File: src/rtl/insn_predecode.sv
module insn_predecode #(
  parameter int LANES = 4,
  localparam int BW = 8 * LANES,
  localparam int CW = $clog2(LANES + 1)
) (
  input  logic          clk,
  input  logic          rst_n,
  input  logic          in_valid,
  input  logic [BW-1:0] in_bytes,
  input  logic [CW-1:0] in_count,
  output logic          in_ready,
  output logic          need_more,
  output logic          out_valid,
  input  logic          out_ready,
  output logic [2:0]    out_len,
  output logic [6:0]    out_class,
  output logic [3:0]    out_mode,
  output logic          out_invalid
);

  localparam logic [3:0] M_NONE = 4'd0, M_IND = 4'd1, M_ABS16 = 4'd5, M_IMM8 = 4'd6,
                         M_IMM16 = 4'd7, M_REL8 = 4'd8, M_IMMREL = 4'd9, M_ABS17 = 4'd10,
                         M_BIT = 4'd11, M_BITREL = 4'd12, M_BITWREL = 4'd13, M_REL11 = 4'd14,
                         M_SUB = 4'd15;

  wire [7:0] op = in_bytes[7:0];
  wire [7:0] b1 = in_bytes[15:8];
  wire [3:0] hi = op[7:4];
  wire [3:0] lo = op[3:0];
  wire [2:0] m3 = op[2:0];

  function automatic logic [3:0] field_mode(input logic [2:0] k);
    case (k)
      3'd2: field_mode = M_IND;
      3'd3: field_mode = 4'd2;
      3'd4: field_mode = 4'd3;
      3'd5: field_mode = 4'd4;
      3'd6: field_mode = M_ABS16;
      default: field_mode = M_NONE;
    endcase
  endfunction

  logic [2:0] blen;
  logic [6:0] cls;
  logic [3:0] mode;
  logic       bad;

  always_comb begin
    blen = 3'd1; cls = 7'd0; mode = M_NONE; bad = 1'b0;
    if (!op[3]) begin
      case (lo)
        4'd0: begin
          cls = {3'b000, hi};
          if (hi == 4'h2 || hi == 4'h3) begin
            blen = 3'd3; mode = M_ABS17;
          end else if (hi == 4'h4) begin
            blen = 3'd2; mode = M_SUB; cls = {5'b11000, b1[7:6]}; bad = |b1[5:0];
          end else if (hi == 4'h5) begin
            bad = 1'b1;
          end
        end
        4'd1: begin
          cls = {3'b001, hi};
          if (hi < 4'h2) begin
            blen = 3'd3; mode = M_IMMREL;
          end else if (hi < 4'h4) begin
            blen = 3'd3; mode = M_ABS17;
          end else if (hi < 4'h6) begin
            blen = 3'd2; mode = M_REL8;
          end else if (hi == 4'h7 || hi == 4'h9) begin
            blen = 3'd2; mode = M_IND;
          end else begin
            blen = 3'd2; mode = M_IMM8;
          end
        end
        4'd7: begin
          cls = {3'b011, hi};
          if (hi < 4'h4) begin
            blen = 3'd2; mode = M_IND;
          end else if (hi == 4'h4) begin
            blen = 3'd3; mode = M_IMM16;
          end else if (hi < 4'hA) begin
            blen = 3'd3; mode = M_ABS16;
          end else begin
            blen = 3'd4; mode = M_BITWREL;
          end
        end
        default: begin
          cls  = {3'b010, hi};
          mode = field_mode(m3);
          blen = (m3 == 3'd6) ? 3'd3 : 3'd2;
          if (hi == 4'h4) blen = blen + 3'd1;
        end
      endcase
    end else if (op[7:5] != 3'd4) begin
      cls = {4'b1000, op[7:5]};
      case (op[7:5])
        3'd0, 3'd1: begin blen = 3'd3; mode = M_BITREL; end
        3'd2, 3'd3: begin blen = 3'd2; mode = M_REL11; end
        default:    begin blen = 3'd2; mode = M_BIT; end
      endcase
    end else begin
      case (m3)
        3'd0: begin
          blen = 3'd2;
          if (op[4]) begin
            mode = M_SUB; cls = {3'b111, b1[7:4]}; bad = |b1[3:0];
          end else begin
            mode = M_IND; cls = 7'h50;
          end
        end
        3'd1:    begin blen = 3'd2; mode = M_REL8;  cls = {3'b101, op[4], 3'd1}; end
        3'd6:    begin blen = 3'd3; mode = M_ABS16; cls = {3'b101, op[4], 3'd3}; end
        3'd7:    begin blen = 3'd2; mode = M_IND;   cls = {3'b101, op[4], 3'd4}; end
        default: begin blen = 3'd2; mode = field_mode(m3); cls = {3'b101, op[4], 3'd2}; end
      endcase
    end
  end

  assign need_more = in_valid && ({{(3 > CW ? 3 - CW : 0){1'b0}}, in_count} < {{(CW > 3 ? CW - 3 : 0){1'b0}}, blen});
  assign in_ready  = !out_valid || out_ready;
  wire   take      = in_valid && in_ready && !need_more;

  always_ff @(posedge clk) begin
    if (!rst_n) begin
      out_valid <= 1'b0; out_len <= 3'd0; out_class <= 7'd0; out_mode <= 4'd0; out_invalid <= 1'b0;
    end else if (in_ready) begin
      out_valid <= take;
      if (take) begin
        out_invalid <= bad;
        out_len     <= bad ? 3'd1 : blen;
        out_class   <= bad ? 7'd0 : cls;
        out_mode    <= bad ? M_NONE : mode;
      end
    end
  end

  AST_LEN_RANGE: assert property (@(posedge clk) disable iff (!rst_n)
    out_valid |-> (out_len >= 3'd1 && out_len <= 3'd4));
  AST_SHORT_NO_TAKE: assert property (@(posedge clk) disable iff (!rst_n)
    (need_more && in_ready) |=> !out_valid);
  AST_HOLD_STALL: assert property (@(posedge clk) disable iff (!rst_n)
    (out_valid && !out_ready) |=> (out_valid && $stable(out_len) && $stable(out_class) && $stable(out_mode)));
  AST_BAD_SHAPE: assert property (@(posedge clk) disable iff (!rst_n)
    (out_valid && out_invalid) |-> (out_len == 3'd1 && out_class == 7'd0 && out_mode == 4'd0));
  AST_RESET_IDLE: assert property (@(posedge clk)
    !rst_n |=> !out_valid);

endmodule

File: config.mk
export PLATFORM = sky130hd
export DESIGN_NAME = insn_predecode
export DESIGN_NICKNAME = d
export VERILOG_FILES = /design/src/rtl/insn_predecode.sv
export SDC_FILE = /design/constraint.sdc
export NUM_CORES = 1
export LEC_CHECK = 0
export BUFFER_PORTS_ARGS = -buffer_cell sky130_fd_sc_hd__buf_2
export CORE_UTILIZATION = 45
export CTS_CLUSTER_SIZE = 10
export DETAILED_ROUTE_END_ITERATION = 8
export PLACE_DENSITY_LB_ADDON = 0.2
export SKIP_LAST_GASP = 1
export SLEW_MARGIN = 20
export SYNTH_ARGS = -nofsm -noshare
export SYNTH_HDL_FRONTEND = slang
export SYNTH_SLANG_ARGS = --single-unit
File: constraint.sdc
create_clock -name clk -period 4.2 [get_ports clk]
set_input_delay 0.84 -clock clk [delete_from_list [all_inputs] [get_ports clk]]
set_output_delay 0.84 -clock clk [all_outputs]
set_load 0.1 [all_outputs]
* Word-level counts from Yosys, hierarchy flattened
Index checks and enable logic that the tools add are counted.
Word-level totals: register bits after elaboration 16, input port bits 39, output and inout port bits 18, word-level logic and storage cells 94
Cells by class: $add $sub $neg 1, magnitude comparators 5, equal/unequal tests 19, mux-type cells 48, reduce and logical (&&, ||, !) cells 16
Operator list (count):
- $mux 4 | 12
- $mux 7 | 5
- $pmux 7 s4 | 1
- $mux 3 | 8
- $pmux 7 s3 | 1
- $eq 4x3->1 const B | 4
- $pmux 4 s4 | 1
- $pmux 3 s5 | 1
- $eq 3x2->1 const B | 4
- $eq 3x3->1 const B | 4
- $mux 1 | 12
- $pmux 3 s4 | 1
- $pmux 4 s3 | 1
- $pmux 3 s3 | 1
- $eq 4x2->1 const B | 2
- $lt 4x3->1 const B | 2
- $eq 3x1->1 const B | 2
- $logic_not 3->1 | 2
- $mux 6 | 1
- $pmux 3 s2 | 1
- $reduce_or 6->1 | 1
- $eq 4x1->1 const B | 1
- $eq 4x4->1 const B | 1
- $logic_not 4->1 | 1
- other kinds (12) | 19

* Longest topological paths before layout
Gate-level depths: netlist of the first run.
depth in word-level cells 11, depth in mapped cells 14, depth with buffers taken out 12

* Worst setup path before layout of the first run
No wires, ideal clock.
path kind in2out, start point input port in_bytes[4], end point output port need_more, data arrival time 3.340 ns, required time 3.360 ns, path slack 0.020 ns, cell stages on the path 10, path buffers 1, path through buf_6 -> nor4b_4 -> ha_1 -> a21bo_2 -> a221oi_1 -> a21oi_1 -> nor2_1 -> ha_1 -> o311ai_0 -> and4b_1
Between the ends: cells in the longest elaborated chain, start to end 8, elaborated cells between the ends (all ways) 19, those cells by class order compare: 4; eq/ne: 3; mux: 10; reduce/logical: 2
Ends and longest elaborated chain:
- from (decl) | RTL line 9 | input logic [BW-1:0] in_bytes,
- $lt 4x4->1 | RTL line 82 | end else if (hi < 4'hA) begin
- $mux 3 | RTL line 82
- $mux 3 | RTL line 80 | end else if (hi == 4'h4) begin
- $mux 3 | RTL line 78 | if (hi < 4'h4) begin
- $pmux 3 s3 * | RTL line 51 | case (lo)
- $mux 3 * | RTL line 50 | if (!op[3]) begin
- $lt 3x3->1 * | RTL line 120 | assign need_more = in_valid && ({{(3 > CW ? 3 - CW : 0){1'b0}}, in_count} < {{(CW > 3 ? CW - 3 : 0){1'b0}}, bl ...
- $logic_and 1x1->1 * | RTL line 120
- to (decl) | RTL line 12 | output logic need_more,
Every way passes the cells marked *; elsewhere a longest branch is shown, timed or not.

* Worst setup path in the final report of the first run
Ends and elaborated chain as after synthesis.

==> results of run 1 <==
==> cell usage in the layout (no fill, tap or decap), types with 2 or more instances in the layout <==
master and n:
buf_2 39, nand2_1 22, dfxtp_1 16, mux2i_1 15
nor2_1 13, buf_4 11, inv_1 8, o21ai_0 8
a21oi_1 8, nand4_1 6, nor2b_1 5, nor3_1 4
o211ai_1 4, nand2b_1 4, o2111ai_1 4, nand3_1 4
a211oi_1 4, nor4_1 4, or2_2 4, and3b_1 3
or3_1 3, o311ai_0 3, ha_1 3, clkbuf_4 3
nor3b_1 2, a21boi_0 2, nand4b_1 2, o21a_1 2
o21bai_1 2, a211o_1 2, a311o_1 2, o211a_1 2
a31oi_1 2
==> report_power, final <==
| part | total (W) | switching [W] | internal (W) |
|---|---|---|---|
| logic | 0.000221 | 0.000157 | 0.0000640 |
| clock network | 0.0000981 | 0.0000454 | 0.0000527 |
| registers | 0.000166 | 0.00000418 | 0.000162 |
==> final timing paths <==
kind,slack [ns],cells after the start,start,to
setup / recovery,0.30,11,in_bytes[4],need_more
hold / removal,0.46,2,out_class[1]$_SDFFE_PN0P_,out_class[1]$_SDFFE_PN0P_
setup reg to reg,2.98,5,out_valid$_SDFFE_PN0N_,out_class[2]$_SDFFE_PN0P_
hold reg to reg,0.46,2,out_class[1]$_SDFFE_PN0P_,out_class[1]$_SDFFE_PN0P_
==> state kept, by name (all words and copies together), names as in the netlist <==
register,count
out_valid,1
out_mode,4
out_invalid,1
out_class,7
out_len,3
==> metal layers <==
layer / wire length (µm) / vias to the layer above / track usage, %
met5: 0 / - / 0
met4: 10 / 0 / 4.76
met3: 134 / 2 / 0.630
met2: 1790 / 45 / 33.2
met1: 1900 / 717 / 31.7
li1: - / 835 / -
==> layout make-up <==
class | count | share of cell area, %
Clock buffer | 4 | 1.95
Inverter | 8 | 1.62
Multi-Input combinational cell | 160 | 60.0
Sequential cell | 16 | 17.3
Tap cell | 46 | 3.10
Timing Repair Buffer | 51 | 16.0
==> worst reg2reg max path, delay by kind of cell, from the launching register on <==
| family | cells | cell delay [ns] |
|---|---|---|
| flops | 1 | 0.34 |
| simple gates | 2 | 0.28 |
| buf+inv | 1 | 0.27 |
| mux | 1 | 0.21 |
| compound gates | 1 | 0.06 |
==> metrics by stage <==
stage	power [W]	area, µm²
3_3_place_gp	0.000389	1820
3_5_place_dp	0.000391	1820
4_1_cts	0.000491	1860
6_report	0.000485	1860
5_1_grt	0.000512	1860
2_1_floorplan	0.000349	1590
==> cell families (layout without fill, tap and decap cells) <==
group                      count (synthesis)  count (layout)  synth area share (%)
adders and majority gates                  3               3                  2.36
and+or+nand+nor                           84              84                  29.6
AOI/OAI and AO/OA                         57              57                  28.3
DFF                                       16              16                  20.2
buffers and inverters                     30              63                  9.61
muxes                                     15              15                  9.46
xor gates and xnor gates                   1               1                 0.552
==> cells in the mapped netlist (3+ instances only) <==
cell,number,area (µm²)
a211oi_1,4,30.0
a21oi_1,8,40.0
and3b_1,3,26.3
buf_2,5,25.0
buf_6,3,33.8
clkbuf_1,12,45.0
dfxtp_1,16,320
ha_1,3,37.5
inv_1,8,30.0
mux2i_1,15,150
nand2_1,22,82.6
nand2b_1,4,25.0
nand3_1,4,20.0
nand4_1,6,37.5
nor2_1,13,48.8
nor2b_1,5,31.3
nor3_1,4,20.0
nor4_1,4,25.0
o2111ai_1,4,35.0
o211ai_1,4,30.0
o21ai_0,8,40.0
o311ai_0,3,26.3
or2_2,4,25.0
or3_1,3,18.8
==> metrics, run 1 <==
first-pass GRT wire length=6.03 mm; DRT Pass-1 Iters=4; Chip Height=61.4 µm; Worst Max-Slew Pin Slew=0.643 ns; via count=1,599; combined area of all synthesized cells=1590 µm²; nets@finish=282; clock tree buffer depth=2; pin count of the biggest net entering global routing=26; Worst path max stage delay=0.30 ns; Fillers=363; synth-to-layout area growth=16.9%; crit end category=primary output; gpl congestion=0.874; # port buffers=40; Final Hold Slack=0.460 ns; Num Clock Sinks=16; drt total wl=3.84 mm; Row Count=21; fin cells=285; vias in the first global route=1,300; family with the most delay on the worst path=simple AND/OR/NAND/NOR gates; maxcap violations=0; Critical Path RT=3.36 ns; Worst Path Max Fanout=3; synthesized flop and latch total=16; Worst Hold Class=flop to flop; n_diodes=0; post-synthesis sequential area ratio=20.2%; post-CTS sizing=0; Initial DRC Count=73; initial antenna violation count=0; Cells after Synth=206; setup_tns=0 ns; Routed WL per cell=13.5 µm; Pleak=0.858 nW; Final Max Slew Viols=0; Skew-Pair Late Insertion Delay=0.28 ns; htree depth=1; Antenna Violating Nets Remaining=0; clk_skew=0.00703 ns; Post-synth top flop=dfxtp_1; EDFF count, synth=0; Cells after DPL=281; Critical Path AT=3.06 ns; post-synthesis async set-or-reset flop share=0%; final hold violations=0; Final WS setup=0.296 ns; layout cells sized above 1=27.2%; root buffer cell=clkbuf_4; Initial Utilization=47.2%; Tmin final=3.90 ns; die footprint=3770 µm²; CTS tree=yes; crit path buf inv count=2; post-CTS setup buffer count=0; crit path cell chain=buf_2, nor4b_4, ha_1, a21bo_2, a221oi_1, a21oi_1, nor2_1, ha_1, o311ai_0, and4b_1, buf_12; post-layout util=55.2%; placed wire-length estimate=2.83 mm; area of the multi-input gates=1110 µm²; CTS Hold Bufs=0; Mapped Avg Cell Area=7.71 µm²; Place WS=0.267 ns; status=complete, no violations; Achievable Freq=256 MHz; CTS clk-pin slew, worst paths=0.08 ns; most used cell, CP=ha_1; crit path kind=input pin to primary output; crit path launch type=input pin; GRT overflow=0; post-DR vias/cell=5.61; RSZ-0062 raised after global routing=false; GRT Total Usage=21.0%; register area=320 µm²; CTS buffer count=3; syn nets=248; core area=3360 µm²; CP max stage cell=nor4b_4; Slew headroom=56.5%; Die W=61.4 µm; I/O Pins=57; Netlist cell types=56; Final Setup Violations=0; fin crit share=93.0%; yosys warns=0; Max VDD drop=0.0771 mV; Power Density=261 nW/µm²; Residual DRC=0
Note: power is estimated with default switching activity, not from simulation.
==> inputs of run 2 (changes only) <==
==> constraint.sdc (replaced) <==
create_clock -name clk -period 4.2 [get_ports clk]
set_input_delay 0.84 -clock clk [delete_from_list [all_inputs] [get_ports clk]]
set_output_delay 0.84 -clock clk [all_outputs]
set_load 0.05 [all_outputs]
==> metrics, run 2 (same netlist as run 1, synthesis figures left out) <==
Worst Max-Slew Pin Slew=0.661 ns; Residual DRC=0; clk_skew=0.00741 ns; Largest register FFs=7; post-CTS sizing=0; gpl congestion=0.861; biggest regs=out_class x7, out_mode x4, out_len x3; fin crit share=93.1%; Critical Path RT=3.36 ns; Slew headroom=55.3%; via count=1,635; Num Clock Sinks=16; Place WS=0.264 ns; crit path kind=input pin to primary output; drt total wl=3.75 mm; Chip Height=61.4 µm; nets@finish=282; pin count of the biggest net entering global routing=26; Routed WL per cell=13.2 µm; vias in the first global route=1,331; # port buffers=40; CTS clk-pin slew, worst paths=0.10 ns; CTS buffer count=3; Final Setup Violations=0; synth-to-layout area growth=16.0%; post-CTS setup buffer count=0; final hold violations=0; placed wire-length estimate=2.72 mm; initial antenna violation count=0; Max VDD drop=0.0934 mV; CTS tree=yes; family with the most delay on the worst path=compound AO/OA/AOI/OAI gates; post-DR vias/cell=5.74; Worst Path Max Fanout=3; Initial Utilization=47.2%; crit path cell chain=buf_2, nor4b_4, ha_1, a21bo_2, a221oi_1, a21oi_1, nor2_1, ha_1, o311ai_0, and4b_1, buf_2; Final Hold Slack=0.459 ns; most frequent cells in the layout=buf_2, nand2_1, dfxtp_1; die footprint=3770 µm²; Die W=61.4 µm; Final WS setup=0.291 ns; crit path launch type=input pin; n_diodes=0; setup_tns=0 ns; core area=3360 µm²; Power Density=241 nW/µm²; CP max stage cell=nor4b_4; CTS Hold Bufs=0; Reg with most FFs=out_class; Final Max Slew Viols=0; status=complete, no violations; RSZ-0062 raised after global routing=false; Achievable Freq=256 MHz; Antenna Violating Nets Remaining=0; Row Count=21; maxcap violations=0; leading cell type in the layout, fill and taps excluded=buf_2; clock tree buffer depth=2; Worst Hold Class=flop to flop; Skew-Pair Late Insertion Delay=0.29 ns; crit end category=primary output; post-layout util=54.8%; Critical Path AT=3.07 ns; I/O Pins=57; Initial DRC Count=94; layout cells sized above 1=27.2%; Tmin final=3.91 ns; root buffer cell=clkbuf_4; htree depth=1; first-pass GRT wire length=6.07 mm; DRT Pass-1 Iters=4; Worst path max stage delay=0.32 ns; GRT overflow=0; GRT Total Usage=21.5%; Final Power=0.000444 W; Pleak=0.854 nW; crit path buf inv count=2
-- run 2: area by class of cell --
cell class                      instances  area (µm²)
Clock buffer                            4        36.3
Fill cell                             354        1520
Inverter                                8        30.0
Multi-Input combinational cell        160        1110
Sequential cell                        16         320
Tap cell                               46        57.6
Timing Repair Buffer                   51         283
-- run 2: path summary, 6_finish.rpt --
check / start / end / slack [ns] / depth (start not counted)
worst max-delay path: in_bytes[4] / need_more / 0.29 / 11
worst min-delay path: out_class[5]$_SDFFE_PN0P_ / out_class[5]$_SDFFE_PN0P_ / 0.46 / 2
worst max register to register: out_valid$_SDFFE_PN0N_ / out_class[3]$_SDFFE_PN0P_ / 2.98 / 5
worst min register to register: out_class[5]$_SDFFE_PN0P_ / out_class[5]$_SDFFE_PN0P_ / 0.46 / 2
-- run 2: stage by stage --
step,instances,instance area (µm²)
floorplan,206,1590
global placement,281,1810
detailed placement,281,1810
CTS,285,1840
global route,285,1840
finish,285,1840
-- run 2: metal layers --
metal  up-vias  global-route usage, %  part of all wire (%)
met1       741                   31.8                    50
met3         2                   1.26                   4.4
met5         -                      0                     0
met2        57                   31.4                    45
met4         0                   10.8                  0.37
li1        835                      -                     -
-- run 2: worst reg2reg max path: stages (launching register included) --
cell,delay [ns]
dfxtp_1,0.34
nand2b_1,0.09
and2_1,0.19
o21ai_4,0.06
buf_4,0.26
mux2i_1,0.22
-- run 2: report_power, final --
group | switching (W) | internal (W)
clock | 0.0000492 | 0.0000529
combinational | 0.000114 | 0.0000621
sequential | 0.00000419 | 0.000162
total | 0.000167 | 0.000277
==> inputs of run 3 (changes only) <==
--- a/config.mk
+++ b/config.mk
@@ -6,7 +6,9 @@
 export NUM_CORES = 1
 export LEC_CHECK = 0
 export BUFFER_PORTS_ARGS = -buffer_cell sky130_fd_sc_hd__buf_2
-export CORE_UTILIZATION = 45
+export CELL_PAD_IN_SITES_DETAIL_PLACEMENT = 1
+export CELL_PAD_IN_SITES_GLOBAL_PLACEMENT = 1
+export CORE_UTILIZATION = 35
 export CTS_CLUSTER_SIZE = 10
 export DETAILED_ROUTE_END_ITERATION = 8
 export PLACE_DENSITY_LB_ADDON = 0.2
==> metrics, run 3 (same netlist as run 1, synthesis figures left out) <==
status=complete, no violations; register area=320 µm²; layout cells sized above 1=26.9%; Antenna Violating Nets Remaining=0; htree depth=1; Clock Power Share=28.0%; leading cell type in the layout, fill and taps excluded=buf_2; setup_tns=0 ns; n_diodes=0; Pleak=0.857 nW; root buffer cell=clkbuf_8; post-CTS setup buffer count=0; Residual DRC=0; vias in the first global route=1,520; Final Max Slew Viols=0; Row Count=24; post-DR vias/cell=5.63; placed wire-length estimate=3.28 mm; Worst Hold Class=flop to flop; area of the multi-input gates=1110 µm²; FF-to-FF Start=out_valid$_SDFFE_PN0N_; Final Setup Violations=0; critical hold path startpoint=out_invalid$_SDFFE_PN0P_; Tmin final=3.93 ns; Final Cell Area=1860 µm²; # port buffers=40; maxcap violations=0; CTS tree=yes; Internal=0.000307 W; biggest regs=out_class x7, out_mode x4, out_len x3; Critical Path RT=3.36 ns; Die W=69.4 µm; drt total wl=4.47 mm; initial antenna violation count=0; gpl congestion=0.817; Skew-Pair Late Insertion Delay=0.25 ns; GRT overflow=0; Largest register FFs=7; via count=1,634; pin count of the biggest net entering global routing=26; clk_skew=0.00410 ns; Worst Max-Slew Pin Slew=0.642 ns; fin crit share=93.6%; Fillers=567; Worst Path Max Fanout=3; GRT Total Usage=18.7%; Psw=0.000174 W; final hold violations=0; Num Clock Sinks=16; crit path kind=input pin to primary output; synth-to-layout area growth=17.2%; Combinational Power Share=37.4%; CP startpoint=in_bytes[4]; crit path launch type=input pin; Slew headroom=57.1%; Flop pwr share=34.6%; Initial DRC Count=67; die footprint=4810 µm²; Reg with most FFs=out_class; I/O Pins=57; RSZ-0062 raised after global routing=false; Critical Path AT=3.09 ns; DRT Pass-1 Iters=4; Initial Utilization=36.5%; Chip Height=69.4 µm; post-CTS sizing=0; most frequent cells in the layout=buf_2, nand2_1, dfxtp_1; CTS clk-pin slew, worst paths=0.06 ns; Power Density=258 nW/µm²; CTS Hold Bufs=0; first-pass GRT wire length=7.37 mm; DP Area=1810 µm²; sw frac=36.2%; crit end category=primary output; clock tree buffer depth=2; Achievable Freq=254 MHz; nets@finish=281; CTS buffer count=3; Routed WL per cell=15.4 µm; core area=4350 µm²; Max VDD drop=0.0756 mV
[run 3: power groups by stage]
| stage | Clock (W) | Combinational (W) | Sequential, W |
|---|---|---|---|
| floorplan | 0 | 0.000101 | 0.000206 |
| global placement | 0 | 0.000177 | 0.000170 |
| detailed placement | 0 | 0.000180 | 0.000170 |
| CTS | 0.000139 | 0.000180 | 0.000167 |
| global route | 0.000144 | 0.000194 | 0.000168 |
| finish | 0.000135 | 0.000180 | 0.000166 |
[run 3: cell type report]
type	instances	share of cell area (%)
inverters	8	1.61
flip-flops and latches	16	17.2
clock buffers	4	2.96
repair buffers	50	14.8
multi-input cells	160	59.9
well taps	52	3.50
[run 3: worst paths after layout]
check | end | slack (ns) | cells after the start
setup / recovery | need_more | 0.27 | 11
hold / removal | out_invalid$_SDFFE_PN0P_ | 0.45 | 2
hold reg to reg | out_invalid$_SDFFE_PN0P_ | 0.45 | 2
setup reg to reg | out_class[0]$_SDFFE_PN0P_ | 2.96 | 5
[run 3: metrics by stage]
step | hold WS, ns | total power (W) | util [%] | instances | setup WS, ns
after floorplan | 0.667 | 0.000306 | - | 206 | 0.351
after global placement | 0.443 | 0.000347 | 41.5 | 286 | 0.265
after detailed placement | 0.449 | 0.000350 | 41.5 | 286 | 0.245
after CTS | 0.459 | 0.000485 | 42.7 | 290 | 0.242
after global routing | 0.476 | 0.000506 | 42.7 | 290 | 0.0619
final | 0.455 | 0.000481 | 42.7 | 290 | 0.268
[run 3: layer usage]
layer | up-vias | GRT usage, % | part of all wire [%]
met3 | 6 | 2.03 | 3.6
li1 | 827 | - | -
met1 | 765 | 26.5 | 51
met4 | 0 | 6.80 | 1.4
met5 | - | 0 | 0
met2 | 36 | 29.1 | 44
[run 3: critical path, stage by stage]
cell and delay, ns:
buf_2 0.12, nor4b_4 0.34, ha_1 0.24, a21bo_2 0.24
a221oi_1 0.27, a21oi_1 0.09, nor2_1 0.12, ha_1 0.25
o311ai_0 0.09, and4b_1 0.23, buf_2 0.26
